$ cat config.mk
export PLATFORM = sky130hd
export DESIGN_NAME = tws_slave
export DESIGN_NICKNAME = d
export VERILOG_FILES = /design/src/rtl/tws_pkg.sv /design/src/rtl/tws_sync.sv /design/src/rtl/tws_ctrl.sv /design/src/rtl/tws_dp.sv /design/src/rtl/tws_slave.sv
export SDC_FILE = /design/constraint.sdc
export NUM_CORES = 1
export LEC_CHECK = 0
export BUFFER_PORTS_ARGS = -buffer_cell sky130_fd_sc_hd__buf_2
export CAP_MARGIN = 20
export CORE_ASPECT_RATIO = 1.2
export CORE_UTILIZATION = 28
export DETAILED_ROUTE_END_ITERATION = 7
export PLACE_DENSITY_LB_ADDON = 0.2
export SLEW_MARGIN = 20
export SYNTH_ARGS = -nofsm -noshare
export SYNTH_HDL_FRONTEND = slang
export SYNTH_SLANG_ARGS = --single-unit
export TNS_END_PERCENT = 100
$ cat constraint.sdc
create_clock -name clk -period 2.74 [get_ports clk]
set_input_delay 0.274 -clock clk [delete_from_list [all_inputs] [get_ports clk]]
set_output_delay 0.274 -clock clk [all_outputs]
set_load 0.005 [all_outputs]
$ cat src/rtl/tws_pkg.sv
package tws_pkg;
  typedef enum logic [2:0] {
    ST_IDLE,
    ST_CMD,
    ST_WR,
    ST_RD,
    ST_DONE
  } twsState_t;

  // strobes from control to datapath, one cycle each
  typedef struct packed {
    logic cmdShift;
    logic addrLoad;
    logic wrShift;
    logic commit;
    logic addrInc;
    logic outLoad;
  } twsStrobe_t;
endpackage

$ cat src/rtl/tws_sync.sv
module tws_sync #(
  parameter int WIDTH  = 3,
  parameter int STAGES = 2
) (
  input  logic             clk,
  input  logic             rstN,
  input  logic [WIDTH-1:0] dIn,
  output logic [WIDTH-1:0] dOut
);
  logic [WIDTH-1:0] stage [STAGES];

  always_ff @(posedge clk) begin
    if (!rstN) begin
      for (int i = 0; i < STAGES; i++) stage[i] <= '0;
    end else begin
      stage[0] <= dIn;
      for (int i = 1; i < STAGES; i++) stage[i] <= stage[i-1];
    end
  end

  assign dOut = stage[STAGES-1];
endmodule

$ cat src/rtl/tws_ctrl.sv
module tws_ctrl
  import tws_pkg::*;
#(
  parameter int DATA_W      = 8,
  parameter int SYNC_STAGES = 2,
  localparam int BIT_W      = $clog2(DATA_W)
) (
  input  logic             clk,
  input  logic             rstN,
  input  logic             ceIn,
  input  logic             sclkIn,
  input  logic             sdIn,
  input  logic             cmdIsRead,
  input  logic             cmdWrEn,
  input  logic             burst,
  output logic             sdSync,
  output logic [BIT_W-1:0] bitIdx,
  output logic             sdOe,
  output twsStrobe_t       str
);
  localparam logic [BIT_W-1:0] LAST = BIT_W'(DATA_W - 1);

  logic [2:0] syncOut;
  logic ceS, sclkS, sclkPrev, sclkRise, sclkFall;
  twsState_t state;
  logic [BIT_W-1:0] bitCnt;

  tws_sync #(.WIDTH(3), .STAGES(SYNC_STAGES)) uSync (
    .clk (clk),
    .rstN(rstN),
    .dIn ({ceIn, sclkIn, sdIn}),
    .dOut(syncOut)
  );

  assign ceS      = syncOut[2];
  assign sclkS    = syncOut[1];
  assign sdSync   = syncOut[0];
  assign sclkRise = sclkS & ~sclkPrev;
  assign sclkFall = ~sclkS & sclkPrev;
  assign bitIdx   = bitCnt;

  always_comb begin
    str = '0;
    if (ceS) begin
      case (state)
        ST_CMD: if (sclkRise) begin
          str.cmdShift = 1'b1;
          str.addrLoad = (bitCnt == LAST);
        end
        ST_WR: if (sclkRise) begin
          str.wrShift = 1'b1;
          str.commit  = (bitCnt == LAST);
          str.addrInc = (bitCnt == LAST);
        end
        ST_RD: if (sclkFall) begin
          str.outLoad = 1'b1;
          str.addrInc = (bitCnt == LAST);
        end
        default: ;
      endcase
    end
  end

  always_ff @(posedge clk) begin
    if (!rstN) begin
      state    <= ST_IDLE;
      bitCnt   <= '0;
      sdOe     <= 1'b0;
      sclkPrev <= 1'b0;
    end else begin
      sclkPrev <= sclkS;
      if (!ceS) begin
        state  <= ST_IDLE;
        bitCnt <= '0;
        sdOe   <= 1'b0;
      end else begin
        case (state)
          ST_IDLE: begin
            state  <= ST_CMD;
            bitCnt <= '0;
          end
          ST_CMD: if (sclkRise) begin
            bitCnt <= (bitCnt == LAST) ? '0 : bitCnt + 1'b1;
            if (bitCnt == LAST)
              state <= cmdIsRead ? ST_RD : (cmdWrEn ? ST_WR : ST_DONE);
          end
          ST_WR: if (sclkRise) begin
            bitCnt <= (bitCnt == LAST) ? '0 : bitCnt + 1'b1;
            if (bitCnt == LAST && !burst) state <= ST_DONE;
          end
          ST_RD: begin
            if (sclkRise) sdOe <= 1'b0;
            if (sclkFall) begin
              sdOe   <= 1'b1;
              bitCnt <= (bitCnt == LAST) ? '0 : bitCnt + 1'b1;
            end
          end
          default: ;
        endcase
      end
    end
  end

  AST_CE_LOW_RELEASE: assert property (@(posedge clk) disable iff (!rstN)
    !ceS |=> !sdOe);
  AST_OE_ONLY_IN_READ: assert property (@(posedge clk) disable iff (!rstN)
    sdOe |-> state == ST_RD);
  AST_OE_DROP_ON_RISE: assert property (@(posedge clk) disable iff (!rstN)
    (ceS && state == ST_RD && sclkRise) |=> !sdOe);
  AST_OE_RISE_ON_FALL: assert property (@(posedge clk) disable iff (!rstN)
    $rose(sdOe) |-> $past(sclkFall));
endmodule

$ cat src/rtl/tws_dp.sv
module tws_dp
  import tws_pkg::*;
#(
  parameter int DATA_W    = 8,
  parameter int RAM_DEPTH = 31,
  parameter int CLK_REGS  = 8,
  localparam int BIT_W    = $clog2(DATA_W),
  localparam int REG_AW   = $clog2(CLK_REGS),
  localparam int ADDR_W   = 5
) (
  input  logic              clk,
  input  logic              rstN,
  input  twsStrobe_t        str,
  input  logic              sdSync,
  input  logic [BIT_W-1:0]  bitIdx,
  output logic              cmdIsRead,
  output logic              cmdWrEn,
  output logic              burst,
  output logic              sdOut,
  output logic [REG_AW-1:0] regAddr,
  output logic              regWrEn,
  output logic [DATA_W-1:0] regWrData,
  input  logic [DATA_W-1:0] regRdData
);
  localparam logic [ADDR_W-1:0] BURST_ADDR = '1;
  localparam logic [ADDR_W-1:0] RAM_LAST   = ADDR_W'(RAM_DEPTH - 1);
  localparam logic [ADDR_W-1:0] CLK_LAST   = ADDR_W'(CLK_REGS - 1);

  logic [DATA_W-2:0] cmdReg, wrReg;
  logic [DATA_W-1:0] cmdNext, wrNext, rdByte;
  logic [ADDR_W-1:0] addr, addrLimit;
  logic              spaceRam, clkValid, ramValid;
  logic [DATA_W-1:0] ram [RAM_DEPTH];

  assign cmdNext   = {sdSync, cmdReg};
  assign wrNext    = {sdSync, wrReg};
  assign cmdIsRead = cmdNext[0];
  assign cmdWrEn   = cmdNext[7];
  assign addrLimit = spaceRam ? RAM_LAST : CLK_LAST;
  assign clkValid  = (addr <= CLK_LAST);
  assign ramValid  = (addr <= RAM_LAST);
  assign rdByte    = spaceRam ? (ramValid ? ram[addr] : '0)
                              : (clkValid ? regRdData : '0);
  assign regAddr   = addr[REG_AW-1:0];
  assign regWrData = wrNext;
  assign regWrEn   = str.commit && !spaceRam && clkValid;

  always_ff @(posedge clk) begin
    if (!rstN) begin
      cmdReg   <= '0;
      wrReg    <= '0;
      addr     <= '0;
      spaceRam <= 1'b0;
      burst    <= 1'b0;
      sdOut    <= 1'b0;
      for (int i = 0; i < RAM_DEPTH; i++) ram[i] <= '0;
    end else begin
      if (str.cmdShift) cmdReg <= cmdNext[DATA_W-1:1];
      if (str.wrShift)  wrReg  <= wrNext[DATA_W-1:1];
      if (str.addrLoad) begin
        spaceRam <= cmdNext[6];
        burst    <= (cmdNext[5:1] == BURST_ADDR);
        addr     <= (cmdNext[5:1] == BURST_ADDR) ? '0 : cmdNext[5:1];
      end else if (str.addrInc && burst) begin
        addr <= (addr == addrLimit) ? '0 : addr + 1'b1;
      end
      if (str.commit && spaceRam && ramValid) ram[addr] <= wrNext;
      if (str.outLoad) sdOut <= rdByte[bitIdx];
    end
  end

  AST_WRITE_NEEDS_ENABLE: assert property (@(posedge clk) disable iff (!rstN)
    str.commit |-> cmdReg[DATA_W-2]);
  AST_BURST_ADDR_RANGE: assert property (@(posedge clk) disable iff (!rstN)
    burst |-> addr <= addrLimit);
endmodule

$ cat src/rtl/tws_slave.sv
module tws_slave
  import tws_pkg::*;
#(
  parameter int DATA_W      = 8,
  parameter int RAM_DEPTH   = 31,
  parameter int CLK_REGS    = 8,
  parameter int SYNC_STAGES = 2
) (
  input  logic                        clk,
  input  logic                        rstN,
  input  logic                        ceIn,
  input  logic                        sclkIn,
  input  logic                        sdIn,
  output logic                        sdOut,
  output logic                        sdOe,
  output logic [$clog2(CLK_REGS)-1:0] regAddr,
  output logic                        regWrEn,
  output logic [DATA_W-1:0]           regWrData,
  input  logic [DATA_W-1:0]           regRdData
);
  localparam int BIT_W = $clog2(DATA_W);

  twsStrobe_t       str;
  logic             sdSync, cmdIsRead, cmdWrEn, burst;
  logic [BIT_W-1:0] bitIdx;

  tws_ctrl #(.DATA_W(DATA_W), .SYNC_STAGES(SYNC_STAGES)) uCtrl (
    .clk      (clk),
    .rstN     (rstN),
    .ceIn     (ceIn),
    .sclkIn   (sclkIn),
    .sdIn     (sdIn),
    .cmdIsRead(cmdIsRead),
    .cmdWrEn  (cmdWrEn),
    .burst    (burst),
    .sdSync   (sdSync),
    .bitIdx   (bitIdx),
    .sdOe     (sdOe),
    .str      (str)
  );

  tws_dp #(.DATA_W(DATA_W), .RAM_DEPTH(RAM_DEPTH), .CLK_REGS(CLK_REGS)) uDp (
    .clk      (clk),
    .rstN     (rstN),
    .str      (str),
    .sdSync   (sdSync),
    .bitIdx   (bitIdx),
    .cmdIsRead(cmdIsRead),
    .cmdWrEn  (cmdWrEn),
    .burst    (burst),
    .sdOut    (sdOut),
    .regAddr  (regAddr),
    .regWrEn  (regWrEn),
    .regWrData(regWrData),
    .regRdData(regRdData)
  );
endmodule

### Word-level counts from Yosys, hierarchy flattened

Memory sizes are Yosys's and may differ from the RTL's. A register that Yosys moved wholly into a read port is not among the register bits.
Index checks and enable logic that the tools add are counted.

| storage, ports and cells | value |
|---|---|
| bits in writable memories | 254 |
| logic and storage cells | 97 |
| bits of input ports | 13 |
| memories | 2 |
| output and inout bits | 14 |
| flip-flop bits (word level) | 30 |

| cells by class | value |
|---|---|
| multiplexer cells | 43 |
| eq/ne operators | 12 |
| bitwise operators | 6 |
| reductions and logical operators | 19 |
| magnitude comparators | 3 |
| add/sub/neg operators | 2 |

Memory list:

| memory | words | width | read ports | clocked after Yosys merged registers in | write ports | line | source |
|---|---|---|---|---|---|---|---|
| uDp.ram | 31 | 8 | 1 | 1 | 31 | tws_dp.sv:33 | `logic [DATA_W-1:0] ram [RAM_DEPTH];` |
| uCtrl.uSync.stage | 2 | 3 | 2 | 0 | 2 | tws_sync.sv:10 | `logic [WIDTH-1:0] stage [STAGES];` |

Operators by type and width:

| cell | number |
|---|---|
| $mux 5 | 8 |
| $mux 3 | 12 |
| $mux 8 | 4 |
| $pmux 3 s3 | 2 |
| $ne 2x1->1 const B | 6 |
| $mux 1 | 10 |
| $mux 2 | 4 |
| $reduce_or 8->1 | 1 |
| $eq 3x2->1 const B | 2 |
| $logic_and 1x1->1 | 6 |
| $mux 6 | 1 |
| $reduce_bool 3->1 | 2 |
| $add 5x1->5 const B | 1 |
| $eq 5x5->1 | 1 |
| $eq 5x5->1 const B | 1 |
| $le 5x3->1 const B | 1 |
| $le 5x5->1 const B | 1 |
| $reduce_and 5->1 | 1 |
| $lt 3x4->1 const B | 1 |
| $reduce_and 2->1 | 2 |
| $reduce_bool 2->1 | 2 |
| $add 3x1->3 const B | 1 |
| $bmux 1 s3 | 1 |
| $eq 3x1->1 const B | 1 |
| 9 further kinds | 13 |

### Longest topological paths before layout

| depth | value |
|---|---|
| word-level depth | 12 |
| mapped depth | 10 |
| depth with buffers taken out | 8 |

### Cells and area by module

From an unflattened synthesis, not the netlist that was laid out.

| second synthesis, totals | value |
|---|---|
| cells, all modules | 1014 |
| area total of the unflattened synthesis | 13902.1 µm² |

Modules (own cells, without submodules):

| module | cells an instance | area an instance (µm²) | instances | sequential area each (µm²) |
|---|---|---|---|---|
| tws_dp | 940 | 13208.9 | 1 | 8227.9 |
| tws_ctrl | 59 | 513.0 | 1 | 160.2 |
| tws_sync | 15 | 180.2 | 1 | 120.1 |

### Worst setup path before layout

Ideal clock, no wire load.

| timing path | value |
|---|---|
| path type | reg-to-reg |
| start point | register uCtrl.sclkPrev |
| end point | memory uDp.ram[24][0] (enable) |
| cell stages (with the launch flop) | 9 |
| data required time | 2.356 ns |
| setup time | 0.384 ns |
| clock period less this slack | 2.647 ns |
| path slack | 0.093 ns |
| path buffers | 1 |
| arrival | 2.263 ns |
| path through | dfxtp_1 inv_1 ha_1 nand3b_1 nor2_4 and4_1 nand2_1 clkbuf_1 o21ai_0 |

RTL lines:

| what | line | source |
|---|---|---|
| start, declared | tws_ctrl.sv:24 | `logic ceS, sclkS, sclkPrev, sclkRise, sclkFall;` |
| start signal, assigned | tws_ctrl.sv:71 | `sclkPrev <= sclkS;` |
| end, declared | tws_dp.sv:33 |  |

==> metrics.cfg <==
[layout]
seqCellArea_um2 = 8520
final_cell_area_um2 = 16600
final_util_pct = 33.8
layout_common_cells = edfxtp_1 (256), and2_1 (255), buf_4 (96)
fin_nets = 1146
num-fill-cells = 4833
multi_input_area_um2 = 5050
layout-drive-gt1-share_pct = 22.3
layout_commonest_cell = edfxtp_1
antenna_cells = 0
area.growth.synth_to_final_pct = 19.0
layout.cells.non_filler = 1789

[placed_design]
pre_cts_ws_ns = 0.214
dpl_cell_area_um2 = 15400
io_buffers = 26
place_inst = 1722
gp_congestion = 0.808
dpl.hpwl_um = 26900

[synthesis]
async_flop_share_pct = 0
syn-num-nets = 1052
synth.distinct_cells = 57
synth.avg_cell_area_um2 = 13.5
ys.flop_type = edfxtp_1
yosysWarnings = 0
synth.yosys.seq_area_share_pct = 60.9
synth_edf_count = 256
syn-instance-count = 1031
syn-cell-area_um2 = 14000
ys_ff_latch = 297

[timing]
period_needed_ns = 2.57
slew_headroom_pct = 41.5
hold_ws_ns = 0.432
finClkSkew_ns = 0.0233
slew_violations = 0
finalHoldViolations = 0
setup_ws_ns = 0.169
rsz0062_at_grt = false
setup_viol = 0
period_share_pct = 93.8
worstMarginPinSlew_ns = 0.876
fin_tns_setup_ns = 0
fmax_ghz = 0.389

[global_route]
grt_overflow = 0
grt_pass1_vias = 8970
grt_max_degree = 67
grtUsageTotal_pct = 15.9
antenna_found_initial = 3
grt_pass1_wl_um = 58600

[critical_path]
slowest_stage = dfxtp_4
cpPeakStageDelay_ns = 0.57
crit_chain = buf_12 > mux4_2 > mux2i_1 > o21ai_0 > o311ai_0 > and4_1 > o41ai_1
cpLargestDelayFamily = multiplexers
required_ns = 3.11
path_max_fanout = 20
worstPathArrival_ns = 2.94
start_kind = flop
crit_type = flop to flop
worst-path-buf-inv = 1
critPathCaptureType = flop

[power_and_ir_drop]
powerDensity_nw_per_um2 = 616
finalPower_mw = 10.2
p_leak_nw = 5.61
peakVddDrop_mv = 0.388

[drt]
ant_nets = 0
via_per_inst = 4.77
drt_iter0_drc = 624
wirelength_um = 38900
vias = 8528
drc = 0
wire_per_inst_um = 21.7
firstDrtPassIters = 5

[cts]
clkLatencyLatePin_ns = 0.53
clock_path_buffers = 3
cts_tree = done
cts-root-buf = clkbuf_16
post_cts_resize_count = 0
clkTransAtPathRegs_ns = 0.06
numCtsBuffers = 35
htreeDepth = 2
cts.sinks = 297

[min_path]
worstHoldPathType = flop to flop
hp-start = uCtrl.uSync.stage[0][1]$_SDFF_PN0_

[die]
die_height_um = 247
start_util_pct = 28.4
core_um2 = 49200
design.die.area_um2 = 50800
die_x_um = 206
pin_count = 27
placement_rows = 89

[status]
status = complete, no violations

[run]
timing.max_cap.violations = 0

[path summary, 6_finish.rpt]
check / end / slack, ns / cells past startpoint
hold reg to reg: uCtrl.uSync.stage[0][4]$_SDFF_PN0_ / 0.43 / 1
setup reg to reg: uDp.sdOut$_SDFFE_PN0P_ / 0.17 / 7
setup / recovery: uDp.sdOut$_SDFFE_PN0P_ / 0.17 / 7
hold / removal: uCtrl.uSync.stage[0][4]$_SDFF_PN0_ / 0.43 / 1
[power breakdown]
group | switching (mW) | internal, mW | leakage [nW] | total [mW]
Clock | 1.86 | 2.91 | 0.579 | 4.77
Combinational | 0.171 | 0.133 | 2.27 | 0.303
Sequential | 0.0721 | 5.08 | 2.76 | 5.16
[worst reg2reg max path, delay by kind of cell (launching register included)]
| family | cells | cell delay, ns |
|---|---|---|
| muxes | 2 | 0.70 |
| AOI/OAI and AO/OA | 3 | 0.65 |
| DFF | 1 | 0.57 |
| and+or+nand+nor | 1 | 0.27 |
| buffers and inverters | 1 | 0.23 |
[area by class of cell]
| class | count | area share, % |
|---|---|---|
| sequential | 297 | 51.3 |
| multi-input combinational | 648 | 30.4 |
| timing repair buffer | 133 | 6.27 |
| clock buffer | 43 | 5.64 |
| tap | 637 | 4.80 |
| clock inverter | 21 | 1.40 |
| inverter | 10 | 0.226 |
[kinds of logic after synthesis]
logic type	share of synthesized area [%]
multiplexers	12.5
flip-flops	60.9
adder cells (fa/ha/maj)	0.717
AND/OR/NAND/NOR	18.2
AO/OA/AOI/OAI	4.77
buffers and inverters	2.89
[synth_stat cells (6+ instances only)]
| cell type | number | area share [%] |
|---|---|---|
| clkbuf_1 | 50 | 1.3 |
| nand3b_1 | 11 | 0.59 |
| mux4_2 | 60 | 9.7 |
| buf_4 | 13 | 0.70 |
| a21oi_1 | 11 | 0.39 |
| buf_2 | 8 | 0.29 |
| nand2b_1 | 6 | 0.27 |
| nor2_1 | 59 | 1.6 |
| inv_1 | 10 | 0.27 |
| nor2b_1 | 20 | 0.90 |
| nand2_1 | 34 | 0.91 |
| mux2i_1 | 35 | 2.5 |
| o21ai_0 | 45 | 1.6 |
| dfxtp_1 | 41 | 5.9 |
| nor3_1 | 7 | 0.25 |
| and2_1 | 255 | 11 |
| edfxtp_1 | 256 | 55 |
| ha_1 | 8 | 0.72 |
| nand3_1 | 10 | 0.36 |
| a21boi_0 | 8 | 0.43 |
[registers in the layout (all words and copies together), names as in the netlist, named ones only]
register	cells
uDp.wrReg	7
uCtrl.bitIdx	3
uDp.burst	1
uDp.cmdReg	7
uCtrl.state	3
uDp.addr	5
uDp.spaceRam	1
uCtrl.sdOe	1
uCtrl.uSync.stage	6
uDp.sdOut	1
uDp.ram	256
uCtrl.sclkPrev	1
[routing by layer]
metal / routed length [um] / share of wire (%) / track usage, %
met5: 0 / 0 / 0
met1: 16400 / 42 / 19.8
met4: 1390 / 3.6 / 6.19
met2: 19600 / 50 / 27.4
met3: 1460 / 3.8 / 2.29
[what timing repair did]
action | CTS | global route
buffers inserted | 0 | 0
hold buffers | 3 | 0
endpoints found under the hold margin | 3 | 0
Power figures use the tool's default switching activity.
